--- config.mk ---
export PLATFORM = sky130hd
export DESIGN_NAME = cp_hs_seq
export DESIGN_NICKNAME = d
export VERILOG_FILES = /design/src/rtl/cp_hs_pkg.sv /design/src/rtl/cp_hs_sel.sv /design/src/rtl/cp_hs_fsm.sv /design/src/rtl/cp_hs_datapath.sv /design/src/rtl/cp_hs_seq.sv
export SDC_FILE = /design/constraint.sdc
export NUM_CORES = 1
export LEC_CHECK = 0
export ABC_AREA = 1
export BUFFER_PORTS_ARGS = -buffer_cell sky130_fd_sc_hd__buf_2
export CAP_MARGIN = 20
export CORE_MARGIN = 5
export CORE_UTILIZATION = 31
export DETAILED_ROUTE_END_ITERATION = 12
export GPL_TIMING_DRIVEN = 0
export PLACE_DENSITY_LB_ADDON = 0.12
export SLEW_MARGIN = 5
export SYNTH_ARGS = -nofsm -noshare
export SYNTH_HDL_FRONTEND = slang
export SYNTH_SLANG_ARGS = --single-unit
--- constraint.sdc ---
create_clock -name clk_i -period 2.2 [get_ports clk_i]
set_input_delay 0.44 -clock clk_i [delete_from_list [all_inputs] [get_ports clk_i]]
set_output_delay 0.44 -clock clk_i [all_outputs]
set_load 0.005 [all_outputs]
--- src/rtl/cp_hs_pkg.sv ---
package cp_hs_pkg;

  typedef enum logic [1:0] {
    HS_ABSENT = 2'b00,
    HS_WAIT   = 2'b01,
    HS_GO     = 2'b10,
    HS_LAST   = 2'b11
  } hs_code_e;

  typedef enum logic [1:0] {
    ST_IDLE = 2'b00,
    ST_EX1  = 2'b01,
    ST_EXN  = 2'b10,
    ST_MEM  = 2'b11
  } seq_state_e;

endpackage

--- src/rtl/cp_hs_sel.sv ---
module cp_hs_sel
  import cp_hs_pkg::*;
(
  input  logic       first_i,
  input  logic [1:0] hs_first_i,
  input  logic [1:0] hs_next_i,
  output hs_code_e   code_o
);

  always_comb begin
    if (first_i) code_o = hs_code_e'(hs_first_i);
    else         code_o = hs_code_e'(hs_next_i);
  end

endmodule

--- src/rtl/cp_hs_fsm.sv ---
module cp_hs_fsm
  import cp_hs_pkg::*;
(
  input  logic     clk_i,
  input  logic     rst_ni,
  input  logic     issue_i,
  input  logic     cond_ok_i,
  input  logic     to_cp_i,
  input  hs_code_e code_i,
  output logic     accept_o,
  output logic     first_o,
  output logic     in_ex_o,
  output logic     commit_o,
  output logic     undef_o,
  output logic     mem_o
);

  seq_state_e state_q, state_d;

  assign accept_o = (state_q == ST_IDLE) && issue_i && cond_ok_i;
  assign first_o  = (state_q == ST_EX1);
  assign in_ex_o  = (state_q == ST_EX1) || (state_q == ST_EXN);
  assign mem_o    = (state_q == ST_MEM);
  assign commit_o = in_ex_o && (code_i == HS_LAST);
  assign undef_o  = in_ex_o && (code_i == HS_ABSENT);

  always_comb begin
    state_d = state_q;
    unique case (state_q)
      ST_IDLE: if (accept_o) state_d = ST_EX1;
      ST_EX1, ST_EXN: begin
        unique case (code_i)
          HS_LAST:   state_d = to_cp_i ? ST_IDLE : ST_MEM;
          HS_ABSENT: state_d = ST_IDLE;
          default:   state_d = ST_EXN;
        endcase
      end
      ST_MEM:  state_d = ST_IDLE;
      default: state_d = ST_IDLE;
    endcase
  end

  always_ff @(posedge clk_i or negedge rst_ni) begin
    if (!rst_ni) state_q <= ST_IDLE;
    else         state_q <= state_d;
  end

endmodule

--- src/rtl/cp_hs_datapath.sv ---
module cp_hs_datapath #(
  parameter int DATA_W = 32,
  parameter int IDX_W  = 4
) (
  input  logic              clk_i,
  input  logic              rst_ni,
  input  logic              accept_i,
  input  logic              dir_to_cp_i,
  input  logic [DATA_W-1:0] src_data_i,
  input  logic [IDX_W-1:0]  dst_idx_i,
  input  logic              commit_i,
  input  logic              mem_i,
  input  logic [DATA_W-1:0] in_data_i,
  output logic              to_cp_o,
  output logic [DATA_W-1:0] out_data_o,
  output logic              out_valid_o,
  output logic              rd_we_o,
  output logic [IDX_W-1:0]  rd_idx_o,
  output logic [DATA_W-1:0] rd_data_o
);

  logic [DATA_W-1:0] src_q;
  logic [IDX_W-1:0]  idx_q;
  logic              to_cp_q;

  always_ff @(posedge clk_i or negedge rst_ni) begin
    if (!rst_ni) begin
      src_q   <= '0;
      idx_q   <= '0;
      to_cp_q <= 1'b0;
    end else if (accept_i) begin
      src_q   <= src_data_i;
      idx_q   <= dst_idx_i;
      to_cp_q <= dir_to_cp_i;
    end
  end

  assign to_cp_o     = to_cp_q;
  assign out_valid_o = commit_i && to_cp_q;
  assign out_data_o  = out_valid_o ? src_q : '0;

  // memory-stage sample, written back the following cycle
  always_ff @(posedge clk_i or negedge rst_ni) begin
    if (!rst_ni) begin
      rd_we_o   <= 1'b0;
      rd_idx_o  <= '0;
      rd_data_o <= '0;
    end else begin
      rd_we_o <= mem_i;
      if (mem_i) begin
        rd_idx_o  <= idx_q;
        rd_data_o <= in_data_i;
      end
    end
  end

endmodule

--- src/rtl/cp_hs_seq.sv ---
module cp_hs_seq
  import cp_hs_pkg::*;
#(
  parameter int DATA_W = 32,
  parameter int IDX_W  = 4
) (
  input  logic              clk_i,
  input  logic              rst_ni,
  input  logic              issue_i,
  input  logic              cond_ok_i,
  input  logic              dir_to_cp_i,
  input  logic [DATA_W-1:0] src_data_i,
  input  logic [IDX_W-1:0]  dst_idx_i,
  input  logic [1:0]        hs_first_i,
  input  logic [1:0]        hs_next_i,
  input  logic [DATA_W-1:0] in_data_i,
  output logic              pass_o,
  output logic              commit_o,
  output logic              undef_o,
  output logic [DATA_W-1:0] out_data_o,
  output logic              out_valid_o,
  output logic              rd_we_o,
  output logic [IDX_W-1:0]  rd_idx_o,
  output logic [DATA_W-1:0] rd_data_o
);

  hs_code_e code;
  logic     accept, first, in_ex, mem, to_cp;

  cp_hs_sel i_sel (
    .first_i    (first),
    .hs_first_i (hs_first_i),
    .hs_next_i  (hs_next_i),
    .code_o     (code)
  );

  cp_hs_fsm i_fsm (
    .clk_i     (clk_i),
    .rst_ni    (rst_ni),
    .issue_i   (issue_i),
    .cond_ok_i (cond_ok_i),
    .to_cp_i   (to_cp),
    .code_i    (code),
    .accept_o  (accept),
    .first_o   (first),
    .in_ex_o   (in_ex),
    .commit_o  (commit_o),
    .undef_o   (undef_o),
    .mem_o     (mem)
  );

  cp_hs_datapath #(.DATA_W(DATA_W), .IDX_W(IDX_W)) i_dp (
    .clk_i       (clk_i),
    .rst_ni      (rst_ni),
    .accept_i    (accept),
    .dir_to_cp_i (dir_to_cp_i),
    .src_data_i  (src_data_i),
    .dst_idx_i   (dst_idx_i),
    .commit_i    (commit_o),
    .mem_i       (mem),
    .in_data_i   (in_data_i),
    .to_cp_o     (to_cp),
    .out_data_o  (out_data_o),
    .out_valid_o (out_valid_o),
    .rd_we_o     (rd_we_o),
    .rd_idx_o    (rd_idx_o),
    .rd_data_o   (rd_data_o)
  );

  assign pass_o = in_ex;

endmodule

==> reports/qor.yml <==
violations: "setup timing"
drt_first_iter_violations: 69
min_period_ns: 2.28
critPathArrivalTime_ns: 1.84
outcome: "finished, violations left"
cts_buffer_depth: 2
grt_antenna_before_repair: 0
p_per_area_nw_per_um2: 1340
final_max_slew_viol_count: 0
syn_avg_cell_area_um2: 11.0
synth_cell_types: 19
reg2reg_from: "i_fsm.state_q[0]"
stdcell_area_um2: 4500
synth-simple-area-share: 0.128
area_delta_synth_final_pct: 39.4
synth_nets: 374
fin_util: 0.440
setup_viol: 30
io_pins: 150
synth_compound_gate_area_share: 0.0600
holdBufCountCts: 0
r2r-end: "i_dp.to_cp_o"
cap_violations: 0
rsz0062_at_grt: "yes"
route.detailed.drc: 0
worstPathCellList: "inv_2 -> ha_4 -> nand2_2 -> o21ai_4 -> nand3_2 -> nor2_4 -> inv_4 -> buf_12 -> nor2_2 -> buf_2"
rows: 37
yosys.area_share.adder: 0.0116
finalPower_mw: 6.05
die_x_um: 112
io_buffers: 149
vias: 2555
cts.htree.levels: 3
fin_cells: 599
peakVddDrop_v: 0.000540
die_y_um: 112
relSlewSlack: 0.682
core_area_um2: 10200
r2r_slack_ns: 0.46
drive_above_1_share: 0.566
rr_worst_depth: 6
slowest_stage: "dfrtp_1"
hp-class: "in2async"
drt-pass1-iter-count: 4
clk_latency_ns: 0.35
post-dp-hpwl_um: 6030
place_area_um2: 4180
final_hold_viol_count: 0
syn-cell-area_um2: 3230
placed_cells: 580
startpoint_type: "register"
grt_use_total: 0.135
crit_type: "reg2out"
start_util: 0.316
hold_slack_ns: 0.0402
leakage_nw: 2.40
yosysWarnings: 0
synthMuxAreaShare: 0.139
cts-root-buf: "clkbuf_8"
grt_pass1_vias: 2733
cp_data_required_time_ns: 1.76
nets: 539
grt_max_degree: 46
tightestPinTransition_ns: 0.477
cts_tree: "yes"
seq_area_frac_synth: 0.589
cts_made_buffers: 9
diodes: 0
ant_nets: 0
overflow: 0
end_kind: "primary output"
dieArea_um2: 12600
wl_per_cell_um: 13.5
finalWeightedCongestion: 0.734
cts.sinks: 76
grt_pass1_wl_um: 13600
fin_ws_ns: -0.0802
clock_skew_ns: 0.00674
vias_per_cell: 4.27
synth_top_family_by_area: "multiplexers"
synth_xor_xnor_area_share: 0
cp_slowest_stage_delay_ns: 0.39
postSynthCellCount: 294
path_clk_slew_ns: 0.08
synth-seq-cells: 76
cp_max_fo: 10
max_freq_mhz: 439
drt_wl_total_um: 8070
fin_crit_sh: 1.04
==> state kept, by name, indices dropped and copies added (netlist names) <==
signal,flops
i_fsm.state_q,2
i_dp.src_q,32
i_dp.rd_idx_o,4
i_dp.rd_we_o,1
i_dp.to_cp_o,1
i_dp.rd_data_o,32
i_dp.idx_q,4
==> worst max path at each step <==
stage	from	to	slack [ns]	depth (start not counted)
floorplan	i_fsm.state_q[0]	out_data_o[0]	0.40	9
CTS	i_fsm.state_q[0]	out_data_o[19]	-0.13	10
finish	i_fsm.state_q[1]	out_data_o[16]	-0.08	10
global placement	rst_ni	i_dp.rd_data_o[16]	0.08	1
global route	i_fsm.state_q[1]	out_data_o[9]	-0.23	10
detailed placement	i_fsm.state_q[0]	out_data_o[19]	0.13	10
==> cell families after synthesis <==
| family | Yosys count |
|---|---|
| and+or+nand+nor | 83 |
| buffers and inverters | 54 |
| DFF | 76 |
| AOI/OAI and AO/OA | 38 |
| adders and majority gates | 3 |
| muxes | 40 |
==> critical path, delay by kind of cell (launching register included) <==
kind,cells,cell delay (ns)
adders and majority gates,1,0.18
and+or+nand+nor,4,0.41
DFF,1,0.39
buffers and inverters,4,0.42
AOI/OAI and AO/OA,1,0.08
==> final cells by class <==
class | count | area [µm²]
Clock buffer | 9 | 124
Inverter | 40 | 153
Sequential cell | 76 | 1900
Fill cell | 1028 | 5730
Multi-Input combinational cell | 164 | 1130
Clock inverter | 6 | 114
Timing Repair Buffer | 154 | 806
Buffer | 14 | 105
Tap cell | 136 | 170
==> timing repair <==
action / 4_1_cts / 5_1_grt
pin swaps: 3 / 2
buffers inserted: 3 / 1
endpoints found under the setup margin: 32 / 33
resized for setup: 15 / 2
cloned: 0 / 0
==> layout by cell type, fill, tap and decap left out, types with 3 or more instances in the layout <==
cell type,count
dfrtp_1,75
nand2_1,5
inv_2,3
a21oi_1,35
bufinv_16,3
clkbuf_1,4
clkbuf_8,9
nand2_2,3
buf_2,155
inv_1,36
nor2_4,3
buf_4,5
nor2_1,40
nor2_2,28
mux2_2,40
==> power breakdown <==
part	leakage, nW	internal (mW)	switching [mW]	total, mW
logic	1.42	1.22	1.22	2.44
clock network	0.112	0.749	0.536	1.28
registers	0.866	2.08	0.248	2.33
==> per-stage QoR <==
| stage | setup WS [ns] | setup TNS, ns |
|---|---|---|
| 3_5_place_dp | 0.134 | 0 |
| 2_1_floorplan | 0.397 | 0 |
| 5_1_grt | -0.225 | -6.36 |
| 3_3_place_gp | 0.0842 | 0 |
| 4_1_cts | -0.131 | -3.48 |
| 6_report | -0.0802 | -1.97 |
==> cell usage after synthesis, drive strengths merged <==
master	count	area share
dfrtp	76	0.59
buf	10	0.021
inv	40	0.046
nor2	71	0.11
o21ai	3	0.0058
nand2	8	0.010
clkbuf	4	0.0046
ha	3	0.012
mux2	40	0.14
nand4	1	0.0019
nand3	3	0.0077
a21oi	35	0.054
==> per-layer routing <==
metal	vias to the layer above	part of all wire	track usage
met5	-	0	0
met4	0	0.015	0.0481
met3	9	0.056	0.0356
met2	67	0.51	0.230
met1	1226	0.42	0.164
li1	1253	-	-
(Power assumes the default switching activity.)
